## src/rtl/flash_prot_pkg.sv

```systemverilog
package flash_prot_pkg;

    typedef enum logic [3:0] {
        ST_READ,
        ST_UNLOCK2,
        ST_COMMAND,
        ST_PROG_ARM,
        ST_PROG_WAIT,
        ST_ERASE_ARM,
        ST_ERASE_WAIT,
        ST_LOCK_ARM,
        ST_PW_DATA,
        ST_PWLOCK_ARM
    } seq_state_t;

    localparam logic [11:0] UNLOCK_A1 = 12'h555;
    localparam logic [11:0] UNLOCK_A2 = 12'h2AA;

    localparam logic [7:0] UNLOCK_D1 = 8'hAA;
    localparam logic [7:0] UNLOCK_D2 = 8'h55;
    localparam logic [7:0] OP_PROG   = 8'h60;
    localparam logic [7:0] OP_ERASE  = 8'h80;
    localparam logic [7:0] OP_STATUS = 8'h50;
    localparam logic [7:0] OP_LOCK   = 8'h78;
    localparam logic [7:0] OP_PW     = 8'h38;
    localparam logic [7:0] OP_PWLOCK = 8'h28;
    localparam logic [7:0] OP_RESET  = 8'hF0;
    localparam logic [7:0] ARM_PROG  = 8'h68;
    localparam logic [7:0] ARM_ERASE = 8'h30;
    localparam logic [7:0] VERIFY    = 8'h48;
    localparam logic [7:0] SET_BIT   = 8'h01;

endpackage

```

## src/rtl/flash_wr_capture.sv

```systemverilog
module flash_wr_capture #(
    parameter int ADDR_W = 16
) (
    input  logic              clk,
    input  logic              rst_n,
    input  logic              we_n,
    input  logic [ADDR_W-1:0] addr,
    input  logic [7:0]        wdata,
    output logic              cap_vld,
    output logic [ADDR_W-1:0] cap_addr,
    output logic [7:0]        cap_data
);

    logic we_q;
    logic we_rise;

    assign we_rise = we_n & ~we_q;

    always_ff @(posedge clk) begin
        if (!rst_n) begin
            we_q     <= 1'b1;
            cap_vld  <= 1'b0;
            cap_addr <= '0;
            cap_data <= '0;
        end else begin
            we_q    <= we_n;
            cap_vld <= we_rise;
            if (we_rise) begin
                cap_addr <= addr;
                cap_data <= wdata;
            end
        end
    end

endmodule

```

## src/rtl/flash_gap_timer.sv

```systemverilog
module flash_gap_timer #(
    parameter int THR = 16
) (
    input  logic clk,
    input  logic rst_n,
    input  logic start,
    output logic gap_ok
);

    localparam int LIM = (THR > 1) ? THR - 1 : 0;
    localparam int CW  = (LIM > 0) ? $clog2(LIM + 1) : 1;
    localparam logic [CW-1:0] LIM_V = CW'(LIM);

    logic [CW-1:0] cnt;

    always_ff @(posedge clk) begin
        if (!rst_n) begin
            cnt <= LIM_V;
        end else if (start) begin
            cnt <= '0;
        end else if (cnt != LIM_V) begin
            cnt <= cnt + 1'b1;
        end
    end

    assign gap_ok = (cnt == LIM_V);

endmodule

```

## src/rtl/flash_prot_decoder.sv

```systemverilog
module flash_prot_decoder
    import flash_prot_pkg::*;
#(
    parameter int ADDR_W    = 16,
    parameter int PW_IDX_W  = 2,
    parameter int PROG_GAP  = 10000,
    parameter int ERASE_GAP = 120000,
    parameter int PW_GAP    = 200
) (
    input  logic                      clk,
    input  logic                      rst_n,
    input  logic                      we_n,
    input  logic [ADDR_W-1:0]         addr,
    input  logic [7:0]                wdata,
    output logic                      in_read,
    output logic [7:0]                rd_byte,
    output logic                      prog_stb,
    output logic                      erase_stb,
    output logic                      pw_stb,
    output logic [ADDR_W-13:0]        op_sector,
    output logic [(8<<PW_IDX_W)-1:0]  password
);

    localparam int PORTIONS = 1 << PW_IDX_W;

    logic              cap_vld;
    logic [ADDR_W-1:0] cap_addr;
    logic [7:0]        cap_data;
    logic [11:0]       a_lo;

    seq_state_t state, nxt;

    logic go_status, go_ff, arm_prog, arm_erase, ver_prog, ver_erase;
    logic set_lock, set_pwlock, pw_write;
    logic prog_ok, erase_ok, pw_ok;
    logic ppb_lock, pw_lock;
    logic [PW_IDX_W-1:0] pw_sel;

    flash_wr_capture #(.ADDR_W(ADDR_W)) u_cap (
        .clk      (clk),
        .rst_n    (rst_n),
        .we_n     (we_n),
        .addr     (addr),
        .wdata    (wdata),
        .cap_vld  (cap_vld),
        .cap_addr (cap_addr),
        .cap_data (cap_data)
    );

    flash_gap_timer #(.THR(PROG_GAP)) u_prog_gap (
        .clk(clk), .rst_n(rst_n), .start(arm_prog), .gap_ok(prog_ok)
    );

    flash_gap_timer #(.THR(ERASE_GAP)) u_erase_gap (
        .clk(clk), .rst_n(rst_n), .start(arm_erase), .gap_ok(erase_ok)
    );

    flash_gap_timer #(.THR(PW_GAP)) u_pw_gap (
        .clk(clk), .rst_n(rst_n), .start(pw_write), .gap_ok(pw_ok)
    );

    assign a_lo   = cap_addr[11:0];
    assign pw_sel = cap_addr[PW_IDX_W-1:0];

    // next state and per-write actions
    always_comb begin
        nxt        = state;
        go_status  = 1'b0;
        go_ff      = 1'b0;
        arm_prog   = 1'b0;
        arm_erase  = 1'b0;
        ver_prog   = 1'b0;
        ver_erase  = 1'b0;
        set_lock   = 1'b0;
        set_pwlock = 1'b0;
        pw_write   = 1'b0;
        if (cap_vld) begin
            if (cap_data == OP_RESET) begin
                nxt = ST_READ;
            end else begin
                unique case (state)
                    ST_READ: begin
                        if (a_lo == UNLOCK_A1 && cap_data == UNLOCK_D1)
                            nxt = ST_UNLOCK2;
                    end
                    ST_UNLOCK2: begin
                        if (a_lo == UNLOCK_A2 && cap_data == UNLOCK_D2)
                            nxt = ST_COMMAND;
                        else
                            nxt = ST_READ;
                    end
                    ST_COMMAND: begin
                        nxt = ST_READ;
                        if (a_lo == UNLOCK_A1) begin
                            case (cap_data)
                                OP_PROG:   nxt = ST_PROG_ARM;
                                OP_ERASE:  nxt = ST_ERASE_ARM;
                                OP_LOCK:   nxt = ST_LOCK_ARM;
                                OP_PWLOCK: nxt = ST_PWLOCK_ARM;
                                OP_STATUS: go_status = 1'b1;
                                OP_PW: begin
                                    if (pw_lock) go_ff = 1'b1;
                                    else         nxt   = ST_PW_DATA;
                                end
                                default:   nxt = ST_READ;
                            endcase
                        end
                    end
                    ST_PROG_ARM: begin
                        nxt = ST_READ;
                        if (cap_data == ARM_PROG) begin
                            nxt      = ST_PROG_WAIT;
                            arm_prog = 1'b1;
                        end
                    end
                    ST_PROG_WAIT: begin
                        nxt      = ST_READ;
                        ver_prog = (cap_data == VERIFY) && prog_ok;
                    end
                    ST_ERASE_ARM: begin
                        nxt = ST_READ;
                        if (cap_data == ARM_ERASE) begin
                            nxt       = ST_ERASE_WAIT;
                            arm_erase = 1'b1;
                        end
                    end
                    ST_ERASE_WAIT: begin
                        nxt       = ST_READ;
                        ver_erase = (cap_data == VERIFY) && erase_ok;
                    end
                    ST_LOCK_ARM: begin
                        nxt      = ST_READ;
                        set_lock = (cap_data == SET_BIT);
                    end
                    ST_PW_DATA: begin
                        nxt      = ST_READ;
                        pw_write = (a_lo[11:PW_IDX_W] == '0) && pw_ok;
                    end
                    ST_PWLOCK_ARM: begin
                        nxt        = ST_READ;
                        set_pwlock = (cap_data == SET_BIT);
                    end
                    default: nxt = ST_READ;
                endcase
            end
        end
    end

    // state register
    always_ff @(posedge clk) begin
        if (!rst_n) state <= ST_READ;
        else        state <= nxt;
    end

    // registered outputs and sticky bits
    always_ff @(posedge clk) begin
        if (!rst_n) begin
            rd_byte   <= 8'h00;
            prog_stb  <= 1'b0;
            erase_stb <= 1'b0;
            pw_stb    <= 1'b0;
            ppb_lock  <= 1'b0;
            pw_lock   <= 1'b0;
            op_sector <= '0;
        end else begin
            prog_stb  <= ver_prog  & ~ppb_lock;
            erase_stb <= ver_erase & ~ppb_lock;
            pw_stb    <= pw_write;
            ppb_lock  <= ppb_lock | set_lock;
            pw_lock   <= pw_lock  | set_pwlock;
            if (arm_prog)
                op_sector <= cap_addr[ADDR_W-1:12];
            if (go_status)
                rd_byte <= {6'b0, ppb_lock, 1'b0};
            else if (go_ff)
                rd_byte <= 8'hFF;
            else if (ver_prog)
                rd_byte <= ppb_lock ? 8'h00 : 8'h01;
            else if (ver_erase)
                rd_byte <= ppb_lock ? 8'h01 : 8'h00;
        end
    end

    genvar g;
    generate
        for (g = 0; g < PORTIONS; g++) begin : g_pw
            logic [7:0] pw_q;
            always_ff @(posedge clk) begin
                if (!rst_n)
                    pw_q <= 8'h00;
                else if (pw_write && pw_sel == PW_IDX_W'(g))
                    pw_q <= cap_data;
            end
            assign password[8*g +: 8] = pw_q;
        end
    endgenerate

    assign in_read = (state == ST_READ);

endmodule

```

## config.mk

```make
export PLATFORM = sky130hd
export DESIGN_NAME = flash_prot_decoder
export DESIGN_NICKNAME = d
export VERILOG_FILES = /design/src/rtl/flash_prot_pkg.sv /design/src/rtl/flash_wr_capture.sv /design/src/rtl/flash_gap_timer.sv /design/src/rtl/flash_prot_decoder.sv
export SDC_FILE = /design/constraint.sdc
export NUM_CORES = 1
export LEC_CHECK = 0
export BUFFER_PORTS_ARGS = -buffer_cell sky130_fd_sc_hd__buf_2
export CAP_MARGIN = 20
export CELL_PAD_IN_SITES_DETAIL_PLACEMENT = 2
export CELL_PAD_IN_SITES_GLOBAL_PLACEMENT = 2
export CORE_MARGIN = 10
export CORE_UTILIZATION = 37
export CTS_BUF_LIST = sky130_fd_sc_hd__clkbuf_4 sky130_fd_sc_hd__clkbuf_8
export CTS_CLUSTER_DIAMETER = 30
export DETAILED_ROUTE_END_ITERATION = 8
export PLACE_DENSITY_LB_ADDON = 0.3
export SKIP_CTS_REPAIR_TIMING = 1
export SYNTH_ARGS = -nofsm -noshare
export SYNTH_HDL_FRONTEND = slang
export SYNTH_HIERARCHICAL = 1
export SYNTH_SLANG_ARGS = --single-unit
```

## constraint.sdc

```tcl
create_clock -name clk -period 2.66 [get_ports clk]
set_input_delay 0.133 -clock clk [delete_from_list [all_inputs] [get_ports clk]]
set_output_delay 0.133 -clock clk [all_outputs]
set_load 0.05 [all_outputs]
```

Word level (Yosys, flattened, before mapping) --
Cells that the tools add are included.
Cells by class: add/sub/neg operators 3, equal/unequal tests 34, muxes and demuxes 55, bitwise logic cells 8, reductions and logical operators 22
Operators by type and width (count):
- $eq 8x7->1 const B | 6
- $mux 8 | 5
- $pmux 4 s5 | 2
- $mux 1 | 36
- $mux 17 | 2
- $eq 8x8->1 const B | 4
- $mux 14 | 2
- $eq 8x6->1 const B | 3
- $add 17x1->17 const B | 1
- $eq 17x17->1 const B | 1
- $ne 17x17->1 const B | 1
- $eq 4x3->1 const B | 4
- $mux 4 | 4
- $add 14x1->14 const B | 1
- $eq 14x14->1 const B | 1
- $ne 14x14->1 const B | 1
- $eq 12x10->1 const B | 1
- $eq 12x11->1 const B | 1
- $logic_not 10->1 | 1
- $logic_and 1x1->1 | 9
- $add 8x1->8 const B | 1
- $eq 4x2->1 const B | 2
- $eq 4x4->1 const B | 2
- $eq 8x1->1 const B | 1
- other kinds (17) | 30
Word-level totals: bits in registers 118, bits of input ports 27, output and inout bits 48, logic and storage cells 145

Logic depth before layout (Yosys ltp) --
Gate-level depths: netlist of run 1.
word-level depth 9, depth in mapped cells 9, depth with buffers taken out 9

Cells and area by module --
Netlist of run 1, hierarchy kept.
Modules (own cells, without submodules):
- flash_prot_decoder | times used 1, cells an instance 248, area an instance 2364.8 sq um, seq. area each 960.9 sq um
- flash_wr_capture | times used 1, cells an instance 110, area an instance 1047.3 sq um, seq. area each 520.5 sq um
- flash_gap_timer at u_erase_gap | times used 1, cells an instance 105, area an instance 937.1 sq um, seq. area each 340.3 sq um
- flash_gap_timer at u_prog_gap | times used 1, cells an instance 78, area an instance 730.7 sq um, seq. area each 280.3 sq um
- flash_gap_timer at u_pw_gap | times used 1, cells an instance 43, area an instance 387.9 sq um, seq. area each 160.2 sq um

Worst setup path before layout of run 1 --
No wires, ideal clock.
path type reg2reg, start point register state[1], end point register state[1], library setup time 117 ps, arrival 2734 ps, required time 2543 ps, path slack -192 ps, stages on the path, launching flop included 6, buffers on the path 1, period minus slack after synthesis 2852 ps, path through dfxtp_1 buf_6 nor4_1 nand2_1 o21a_1 a32o_2
Between the ends: longest elaborated chain between the ends 3, elaborated cells on any way between the ends 9, classes of those cells eq/ne: 5; mux: 2; reduce/logical: 2
RTL lines:
- from (decl) | line flash_prot_decoder.sv:31 | seq_state_t state, nxt;
- from (signal assigned) | line flash_prot_decoder.sv:152 | else state <= nxt;
- $logic_not 4->1 *
- net in_read | line flash_prot_decoder.sv:15 | output logic in_read,
- $pmux 4 s5 / $ne 3x1->1 (equally long branches)
- $mux 4 / $reduce_and 2->1 (equally long branches)
Mark *: on every way through the listed nets, which the timed path passes. The rest lies on a longest branch. A chain may end at the register's enable or synchronous reset.

Worst setup path after layout of run 1 --
start point register u_cap.cap_data[0], end point register u_prog_gap.cnt[7]
Between the ends: longest elaborated chain between the ends 6, elaborated cells on any way between the ends 7, classes of those cells eq/ne: 2; mux: 4; reduce/logical: 1
RTL lines:
- from (decl) | line flash_wr_capture.sv:11 | output logic [7:0] cap_data
- from (signal assigned) | line flash_wr_capture.sv:30 | cap_data <= wdata;
- $eq 8x7->1 | line flash_prot_decoder.sv:111 | if (cap_data == ARM_PROG) begin
- $mux 1 | line flash_prot_decoder.sv:111
- $mux 1 | line flash_prot_decoder.sv:81 | unique case (state)
- $mux 1 * | line flash_prot_decoder.sv:78 | if (cap_data == OP_RESET) begin
- $mux 1 * | line flash_prot_decoder.sv:77 | if (cap_vld) begin
- net arm_prog | line flash_prot_decoder.sv:33 | logic go_status, go_ff, arm_prog, arm_erase, ver_prog, ver_erase;
- $reduce_or 2->1 (no source line) *
- to (signal assigned) | line flash_gap_timer.sv:22 | cnt <= cnt + 1'b1;
- to (decl) | line flash_gap_timer.sv:14 | logic [CW-1:0] cnt;
Marks and branches as above.

==> flow_metrics.py, run 1 <==
metrics = {
    "outcome": {
        "status": "complete, no violations",
    },
    "timing": {
        "setup-violations-final": 0,
        "finalMaxSlewViolations": 0,
        "worst_pin_slew_ns": 0.958,
        "final-hold-violation-count": 0,
        "finalClockSkew_ns": 0.0242,
        "layout_min_cycle_time_ns": 2.48,
        "relSlewSlack_pct": 35.9,
        "tns_ns": 0,
        "clock.fmax_ghz": 0.403,
        "timing.final.crit_share_pct": 93.3,
        "rsz0062_at_grt": "false",
    },
    "clock_network": {
        "cts-htree-levels": 4,
        "clk_latency_ns": 0.46,
        "cts_made_buffers": 17,
        "path_clk_slew_ns": 0.09,
        "cts_tree": "yes",
        "cts_root_buf": "clkbuf_8",
        "cts_buffer_depth": 2,
        "clkSinkCount": 113,
    },
    "layout": {
        "final_nets": 719,
        "syn2layout_area_growth_pct": 20.6,
        "diodes": 0,
        "fill_cells": 1591,
        "final_common_cell": "dfxtp_1",
        "layout_common_cells": "dfxtp_1, buf_2, nand2_1",
        "post-route-util_pct": 45.4,
        "final_cell_area_sq_mm": 0.00659,
        "drive_above_1_share_pct": 23.0,
    },
    "detailed_routing": {
        "viasPerCell": 5.46,
        "ant_nets": 0,
        "firstDrtPassIters": 4,
        "num_vias": 4832,
        "drt-total-wl_mm": 18.3,
        "drc": 0,
        "wl_per_cell_um": 20.6,
        "drtIter0Drc": 248,
    },
    "floorplanning": {
        "row_count": 44,
        "io_pins": 75,
        "die_width_um": 142,
        "initial_core_util_pct": 37.6,
        "core_area_sq_mm": 0.0145,
        "die_h_um": 142,
        "die-area_sq_mm": 0.0200,
    },
    "placed_design": {
        "place_area_sq_mm": 0.00596,
        "hpwlAfterDp_mm": 11.8,
        "port_buffers": 74,
        "place.gp.congestion": 0.845,
    },
    "synthesis": {
        "avgSynthCellArea_sq_um": 9.36,
        "synth_cell_types": 79,
        "synth_edf_count": 0,
        "async_flop_share_pct": 0,
        "yosys_most_used_dff": "dfxtp_1",
        "yosys.area.top_type_share_pct": 41.4,
        "syn_inst": 584,
        "ys_warn_count": 6,
        "synth_top_cells_by_area": "dfxtp_1, mux2i_1, nand2_1",
        "synth_area_sq_mm": 0.00547,
        "yosysSeqAreaShare_pct": 41.4,
        "ys_ff_latch": 113,
        "synthesis.nets": 615,
        "synth_top_area_cell": "dfxtp_1",
    },
    "worst_setup_path": {
        "rrSetupSlack_ns": 0.18,
        "crit_required_ns": 3.00,
        "cp_max_fo": 10,
        "crit_type": "flip-flop to flip-flop",
        "cp.arrival_ns": 2.82,
        "endpoint_kind": "flip-flop",
        "cp-start-kind": "flip-flop",
        "reg2regPathDepth": 6,
    },
    "min_path": {
        "hold_depth": 2,
        "hp-class": "primary input to flip-flop",
    },
    "power": {
        "powerDensity_mw_per_mm2": 721,
        "vdd_ir_drop_max_mv": 0.334,
        "power.leakage_nw": 2.56,
    },
    "grt": {
        "grt_pass1_vias": 5219,
        "antenna_found_initial": 0,
        "overflow": 0,
        "grt_max_degree": 50,
        "gr-usage-all-layers_pct": 17.0,
        "grt_pass1_wl_mm": 27.6,
    },
    "flow_run": {
        "drv_cap": 0,
    },
}
## flip-flops by register name, indices dropped and copies added, names as in the netlist, 3 cells and up
| register | flops |
|---|---|
| g_pw.pw_q | 32 |
| op_sector | 4 |
| u_prog_gap/cnt | 14 |
| u_cap/cap_addr | 16 |
| rd_byte | 3 |
| state | 4 |
| u_erase_gap/cnt | 17 |
| u_cap/cap_data | 8 |
| u_pw_gap/cnt | 8 |
## Yosys cell counts, drive strengths merged, types with 5 or more instances
cell type and n:
o21ai 21, nor2 67, nand2 70, or4 6, nand2b 7, a31oi 5, or3 5, nand4 22
dfxtp 113, xor2 7, o211ai 5, xnor2 18, buf 23, nor3 13, nor4 21, nor2b 6
a21oi 5, clkbuf 8, inv 14, nand3 18, and2 7, mux2i 62
## power breakdown
group	leakage (nW)	switching [mW]	internal, mW
registers	0.917	0.187	1.82
clock network	0.186	0.818	0.800
logic	1.45	0.660	0.468
total	2.56	1.66	3.09
## worst max-delay path, cell delays in order, from the launching register on
cell,delay (ns)
dfxtp_1,0.50
nor3_1,0.14
buf_4,0.17
a41o_1,0.32
nor2_1,0.77
nand2b_1,0.36
nor2_1,0.10
## cell families after synthesis
| family | after synthesis | synth area share (%) |
|---|---|---|
| xor+xnor | 25 | 4.00 |
| fa+ha+maj | 4 | 0.915 |
| mux | 62 | 11.4 |
| flops | 113 | 41.4 |
| compound gates | 56 | 7.03 |
| buf+inv | 49 | 5.95 |
| simple gates | 275 | 29.4 |
## path summary, 6_finish.rpt
check,startpoint,to
worst max-delay path,u_cap/cap_data[0],u_prog_gap/cnt[7]
worst max register to register,u_cap/cap_data[0],u_prog_gap/cnt[7]
worst min-delay path,rst_n,u_prog_gap/cnt[13]
worst min register to register,u_cap/cap_addr[15],u_cap/cap_addr[15]
## area by class of cell
| type | instances | area, sq um | share of cell area, % |
|---|---|---|---|
| inverter | 15 | 56.3 | 0.854 |
| multi-input combinational | 422 | 2890 | 43.8 |
| sequential | 113 | 2260 | 34.3 |
| clock inverter | 13 | 126 | 1.92 |
| tap | 184 | 230 | 3.49 |
| clock buffer | 19 | 262 | 3.97 |
| timing repair buffer | 119 | 771 | 11.7 |
## per-stage QoR
step | worst slack (ns) | hold slack (ns) | std cells | power [mW]
floorplan | 0.406 | 0.204 | 584 | 2.82
global placement | 0.278 | 0.342 | 828 | 3.05
detailed placement | 0.245 | 0.351 | 828 | 3.13
CTS | 0.214 | -0.140 | 860 | 4.76
global route | 0.0354 | 0.0526 | 885 | 5.05
finish | 0.179 | 0.0534 | 885 | 4.75
## routing by layer
metal | wire (um) | track usage (%) | share of wire, %
met1 | 7340 | 18.5 | 40
met2 | 9790 | 30.1 | 54
met3 | 772 | 5.74 | 4.2
met4 | 356 | 5.76 | 1.9
met5 | 0 | 0 | 0
Power figures use the tool's default switching activity.
==> run 2: changes to the inputs <==
- CORE_UTILIZATION: 37 -> 36
- SYNTH_HIERARCHICAL: 1 -> unset
==> flow_metrics.py, run 2 <==
metrics = {
    "placed_design": {
        "hpwlAfterDp_mm": 11.8,
        "place.gp.congestion": 0.887,
        "place_area_sq_mm": 0.00575,
        "port_buffers": 74,
    },
    "timing": {
        "finalMaxSlewViolations": 0,
        "layout_min_cycle_time_ns": 2.60,
        "final-hold-violation-count": 0,
        "timing.final.crit_share_pct": 97.8,
        "relSlewSlack_pct": 28.2,
        "worst_pin_slew_ns": 1.08,
        "clock.fmax_ghz": 0.384,
        "finalClockSkew_ns": 0.0152,
        "setup-violations-final": 0,
    },
    "layout": {
        "diodes": 0,
        "biggestRegsByFlops": "g_pw.pw_q (32), u_erase_gap.cnt (17), u_cap.cap_addr (16)",
        "top_register": "g_pw.pw_q",
        "final_cell_area_sq_mm": 0.00650,
        "fill_cells": 1478,
        "multiInputGateArea_sq_mm": 0.00264,
        "syn2layout_area_growth_pct": 28.0,
        "seqCellArea_sq_mm": 0.00226,
        "layout_common_cells": "dfxtp_1, nand2_1, buf_2",
        "final_nets": 718,
        "final_common_cell": "dfxtp_1",
        "largest_register_ff_count": 32,
        "drive_above_1_share_pct": 22.6,
    },
    "detailed_routing": {
        "drc": 0,
        "wl_per_cell_um": 21.9,
        "drtIter0Drc": 242,
        "viasPerCell": 5.41,
        "num_vias": 4759,
        "drt-total-wl_mm": 19.3,
        "firstDrtPassIters": 4,
        "ant_nets": 0,
    },
    "synthesis": {
        "ys_ff_latch": 113,
        "ys_warn_count": 0,
        "synth_top_area_cell": "dfxtp_1",
        "yosys_most_used_dff": "dfxtp_1",
        "synth_common_cells": "dfxtp_1, nand2_1, nor2_1",
        "synth_top_cells_by_area": "dfxtp_1, mux2i_1, nand2_1",
        "synth_edf_count": 0,
        "yosysSeqAreaShare_pct": 44.6,
        "async_flop_share_pct": 0,
        "synth_cell_types": 53,
        "yosysMostFrequentCell": "dfxtp_1",
        "avgSynthCellArea_sq_um": 8.83,
        "syn_inst": 575,
        "yosys.area.top_type_share_pct": 44.6,
        "synth_area_sq_mm": 0.00508,
        "synthesis.nets": 606,
    },
    "outcome": {
        "status": "complete, no violations",
    },
    "floorplanning": {
        "die_width_um": 139,
        "die-area_sq_mm": 0.0193,
        "io_pins": 75,
        "initial_core_util_pct": 36.7,
        "row_count": 43,
        "core_area_sq_mm": 0.0138,
        "die_h_um": 139,
    },
    "clock_network": {
        "cts_made_buffers": 17,
        "cts-htree-levels": 4,
        "cts_buffer_depth": 2,
        "path_clk_slew_ns": 0.07,
        "cts_root_buf": "clkbuf_8",
        "clk_latency_ns": 0.47,
        "clkSinkCount": 113,
        "cts_tree": "yes",
    },
    "worst_setup_path": {
        "cp_num_buf_inv": 1,
        "cp.arrival_ns": 2.90,
        "cp-start-kind": "flip-flop",
        "path_cells": "nor4_1, nand4_1, nor4b_2, buf_4, mux2i_1, nor2_1",
        "crit_type": "flip-flop to flip-flop",
        "crit_family": "simple AND/OR/NAND/NOR gates",
        "max_stage_delay_ns": 0.53,
        "crit_required_ns": 2.96,
        "endpoint_kind": "flip-flop",
        "cp_max_fo": 8,
        "cp_slowest_cell": "nor4b_2",
    },
    "grt": {
        "antenna_found_initial": 0,
        "grt_pass1_wl_mm": 28.2,
        "overflow": 0,
        "grt_max_degree": 42,
        "grt_pass1_vias": 5123,
        "gr-usage-all-layers_pct": 17.9,
    },
    "power": {
        "power.leakage_nw": 2.52,
        "vdd_ir_drop_max_mv": 0.325,
        "p_total_mw": 5.06,
        "powerDensity_mw_per_mm2": 779,
    },
    "min_path": {
        "hp-class": "primary input to flip-flop",
    },
    "flow_run": {
        "drv_cap": 0,
    },
}
[run 2: cell types whose count changed in the layout (fill, tap and decap cells not counted), sizes merged, moves of 5 or more]
cell,previous run,this run
o211ai,5,0
bufinv,1,6
nand4,22,13
nor4b,2,7
mux2i,62,39
nand2,70,77
nor4,21,11
nor3,13,8
inv,18,4
o21ai,21,34
xor2,7,22
buf,94,106
a21oi,5,29
[run 2: power by group]
| part | leakage, nW | total, mW | switching [mW] | internal (mW) |
|---|---|---|---|---|
| Clock | 0.241 | 2.05 | 0.767 | 1.29 |
| Sequential | 0.917 | 1.96 | 0.139 | 1.82 |
| Combinational | 1.36 | 1.05 | 0.610 | 0.444 |
| Total | 2.52 | 5.06 | 1.52 | 3.55 |
[run 2: final cells by class]
type	count	area share, %
Inverter	4	0.231
Clock buffer	21	4.35
Clock inverter	10	3.16
Sequential cell	113	34.8
Tap cell	180	3.47
Multi-Input combinational cell	420	40.7
Timing Repair Buffer	131	13.3
[run 2: path summary, 6_finish.rpt]
path                                         start                  to  slack (ns)  cells after the start
worst max register to register   u_cap.cap_addr[3]     g_pw[0].pw_q[2]        0.06                      6
worst min-delay path                         rst_n          u_cap.we_q        0.18                      3
worst min register to register  u_cap.cap_addr[13]  u_cap.cap_addr[13]        0.46                      2
worst max-delay path             u_cap.cap_addr[3]     g_pw[0].pw_q[2]        0.06                      6
[run 2: layer usage]
metal / routed length, um / global-route usage (%)
met1: 7990 / 20.4
met2: 9880 / 31.4
met5: 0 / 0
met4: 592 / 4.89
met3: 796 / 5.79
[run 2: worst register-to-register path, cell delays in order (launching register included)]
cell     delay (ns)
dfxtp_1        0.35
nor4_1         0.45
nand4_1        0.52
nor4b_2        0.53
buf_4          0.28
mux2i_1        0.20
nor2_1         0.09
[run 2: cell families (layout without fill, tap and decap cells)]
kind of cell    after synthesis  count (layout)  synth area share, %
compound gates               77              77                 8.58
xor+xnor                     37              37                 6.38
fa+ha+maj                     4               4                0.986
buf+inv                      42             166                 3.65
flops                       113             113                 44.6
mux                          40              40                 7.91
simple gates                262             262                 27.9
[run 2: per-stage QoR]
| stage | utilization [%] | hold slack (ns) | TNS (ns) | instances | setup slack (ns) |
|---|---|---|---|---|---|
| after detailed placement | 41.6 | 0.365 | 0 | 822 | 0.285 |
| after global routing | 47.0 | 0.196 | -0.0881 | 879 | -0.0395 |
| after floorplan | - | 0.234 | 0 | 575 | 0.325 |
| after CTS | 45.1 | -0.116 | 0 | 853 | 0.227 |
| final | 47.0 | 0.177 | 0 | 879 | 0.0573 |
| after global placement | 41.6 | 0.337 | 0 | 822 | 0.384 |
==> run 3: changes to the inputs <==
- BUFFER_PORTS_ARGS: -buffer_cell sky130_fd_sc_hd__buf_2 -> unset
- CORE_UTILIZATION: 36 -> 40
- DONT_BUFFER_PORTS: unset -> 1
- TNS_END_PERCENT: unset -> 30
==> flow_metrics.py, run 3 (synthesis results as in run 2) <==
metrics = {
    "power": {
        "powerDensity_mw_per_mm2": 817,
        "power.leakage_nw": 2.14,
        "vdd_ir_drop_max_mv": 0.352,
    },
    "clock_network": {
        "cts_root_buf": "clkbuf_8",
        "cts_tree": "yes",
        "cts_buffer_depth": 2,
        "path_clk_slew_ns": 0.08,
        "cts-htree-levels": 4,
        "clkSinkCount": 113,
        "clk_latency_ns": 0.45,
        "cts_made_buffers": 17,
    },
    "timing": {
        "layout_min_cycle_time_ns": 2.69,
        "final-hold-violation-count": 0,
        "finalMaxSlewViolations": 0,
        "layout_setup_ws_ns": -0.0304,
        "timing.final.crit_share_pct": 101,
        "clock.fmax_ghz": 0.372,
        "finalClockSkew_ns": 0.0127,
        "tns_ns": -0.0315,
        "worst_pin_slew_ns": 1.11,
        "setup-violations-final": 2,
        "relSlewSlack_pct": 26.0,
    },
    "floorplanning": {
        "die_h_um": 133,
        "io_pins": 75,
        "row_count": 41,
        "core_area_sq_mm": 0.0125,
        "die_width_um": 133,
        "die-area_sq_mm": 0.0176,
        "initial_core_util_pct": 40.6,
    },
    "detailed_routing": {
        "wl_per_cell_um": 23.5,
        "drtIter0Drc": 204,
        "num_vias": 4470,
        "firstDrtPassIters": 4,
        "drt-total-wl_mm": 18.7,
        "met3RoutedLength_mm": 1.05,
        "drc": 0,
        "viasPerCell": 5.64,
        "ant_nets": 0,
        "wl_met2_mm": 9.86,
        "wl_met1_mm": 7.24,
        "top_signal_layer_used": "met4",
    },
    "min_path": {
        "hp-class": "primary input to flip-flop",
    },
    "placed_design": {
        "post-place-ws_ns": 0.320,
        "place.gp.congestion": 0.847,
        "hpwlAfterDp_mm": 11.1,
        "place_inst": 735,
        "port_buffers": 0,
    },
    "worst_setup_path": {
        "cp-start-kind": "flip-flop",
        "endpoint_kind": "flip-flop",
        "cp_max_fo": 8,
        "cp.arrival_ns": 2.98,
        "crit_type": "flip-flop to flip-flop",
        "crit_required_ns": 2.95,
    },
    "layout": {
        "top_register": "g_pw.pw_q",
        "diodes": 0,
        "fill_cells": 1357,
        "final_nets": 640,
        "drive_above_1_share_pct": 12.9,
        "layout_common_cells": "dfxtp_1, nand2_1, nor2_1",
        "stdcell_count": 793,
        "syn2layout_area_growth_pct": 20.4,
        "final_common_cell": "dfxtp_1",
        "biggestRegsByFlops": "g_pw.pw_q (32), u_erase_gap.cnt (17), u_cap.cap_addr (16)",
        "largest_register_ff_count": 32,
    },
    "grt": {
        "grt_pass1_vias": 4906,
        "gr-usage-all-layers_pct": 18.4,
        "grt_max_degree": 44,
        "grt_pass1_wl_mm": 26.2,
        "antenna_found_initial": 0,
        "overflow": 0,
    },
    "outcome": {
        "status": "complete, but fails checks",
        "violations": "setup timing",
    },
    "flow_run": {
        "drv_cap": 0,
    },
}
-- run 3: cell types whose count changed in the layout (fill, tap and decap cells not counted) --
| cell | before | now |
|---|---|---|
| dfxtp_4 | 0 | 1 |
| buf_12 | 0 | 1 |
| dlygate4sd3_1 | 25 | 26 |
| nor4_2 | 1 | 0 |
| buf_6 | 1 | 0 |
| buf_4 | 31 | 26 |
| nor4_4 | 3 | 4 |
| buf_2 | 74 | 0 |
| dfxtp_1 | 113 | 112 |
-- run 3: routing by layer --
metal | up-vias | GRT usage (%)
met2 | 113 | 33.3
met1 | 2260 | 18.8
li1 | 2058 | -
met5 | - | 0
met4 | 0 | 7.40
met3 | 39 | 6.96
-- run 3: worst paths after layout --
kind / startpoint / end / slack (ns) / depth (start not counted)
min reg2reg: u_cap.cap_addr[13] / u_cap.cap_addr[13] / 0.50 / 2
max reg2reg: u_cap.cap_addr[3] / g_pw[1].pw_q[6] / -0.03 / 6
max: u_cap.cap_addr[3] / g_pw[1].pw_q[6] / -0.03 / 6
min: rst_n / op_sector[3] / 0.18 / 2
-- run 3: power by group --
part           leakage (nW)  total [mW]  switching (mW)  internal [mW]
Clock                 0.241        2.02           0.735           1.29
Combinational         0.979        1.02           0.599          0.418
Sequential            0.918        1.95           0.134           1.82
-- run 3: worst max-delay path, cell delays in order, from the launching register on --
cell     delay [ns]
dfxtp_1        0.35
nor4_1         0.61
nand4_1        0.58
nor4_4         0.40
buf_4          0.26
mux2i_1        0.24
nor2_1         0.09
-- run 3: area by class of cell --
type / count / area, sq um / area share (%)
tap: 172 / 215 / 3.52
multi-input combinational: 420 / 2650 / 43.4
inverter: 4 / 15.0 / 0.246
clock buffer: 21 / 283 / 4.63
clock inverter: 10 / 205 / 3.36
timing repair buffer: 53 / 475 / 7.78
sequential: 113 / 2270 / 37.1
-- run 3: stage by stage --
stage | power [mW] | cell area [sq um] | hold slack [ns] | util (%)
after global routing | 5.22 | 6110 | 0.210 | 48.8
after detailed placement | 2.92 | 5340 | 0.222 | 42.7
after CTS | 4.96 | 5830 | -0.252 | 46.6
after floorplan | 2.64 | 5080 | 0.234 | -
final | 4.99 | 6110 | 0.180 | 48.8
after global placement | 2.83 | 5340 | 0.218 | 42.7
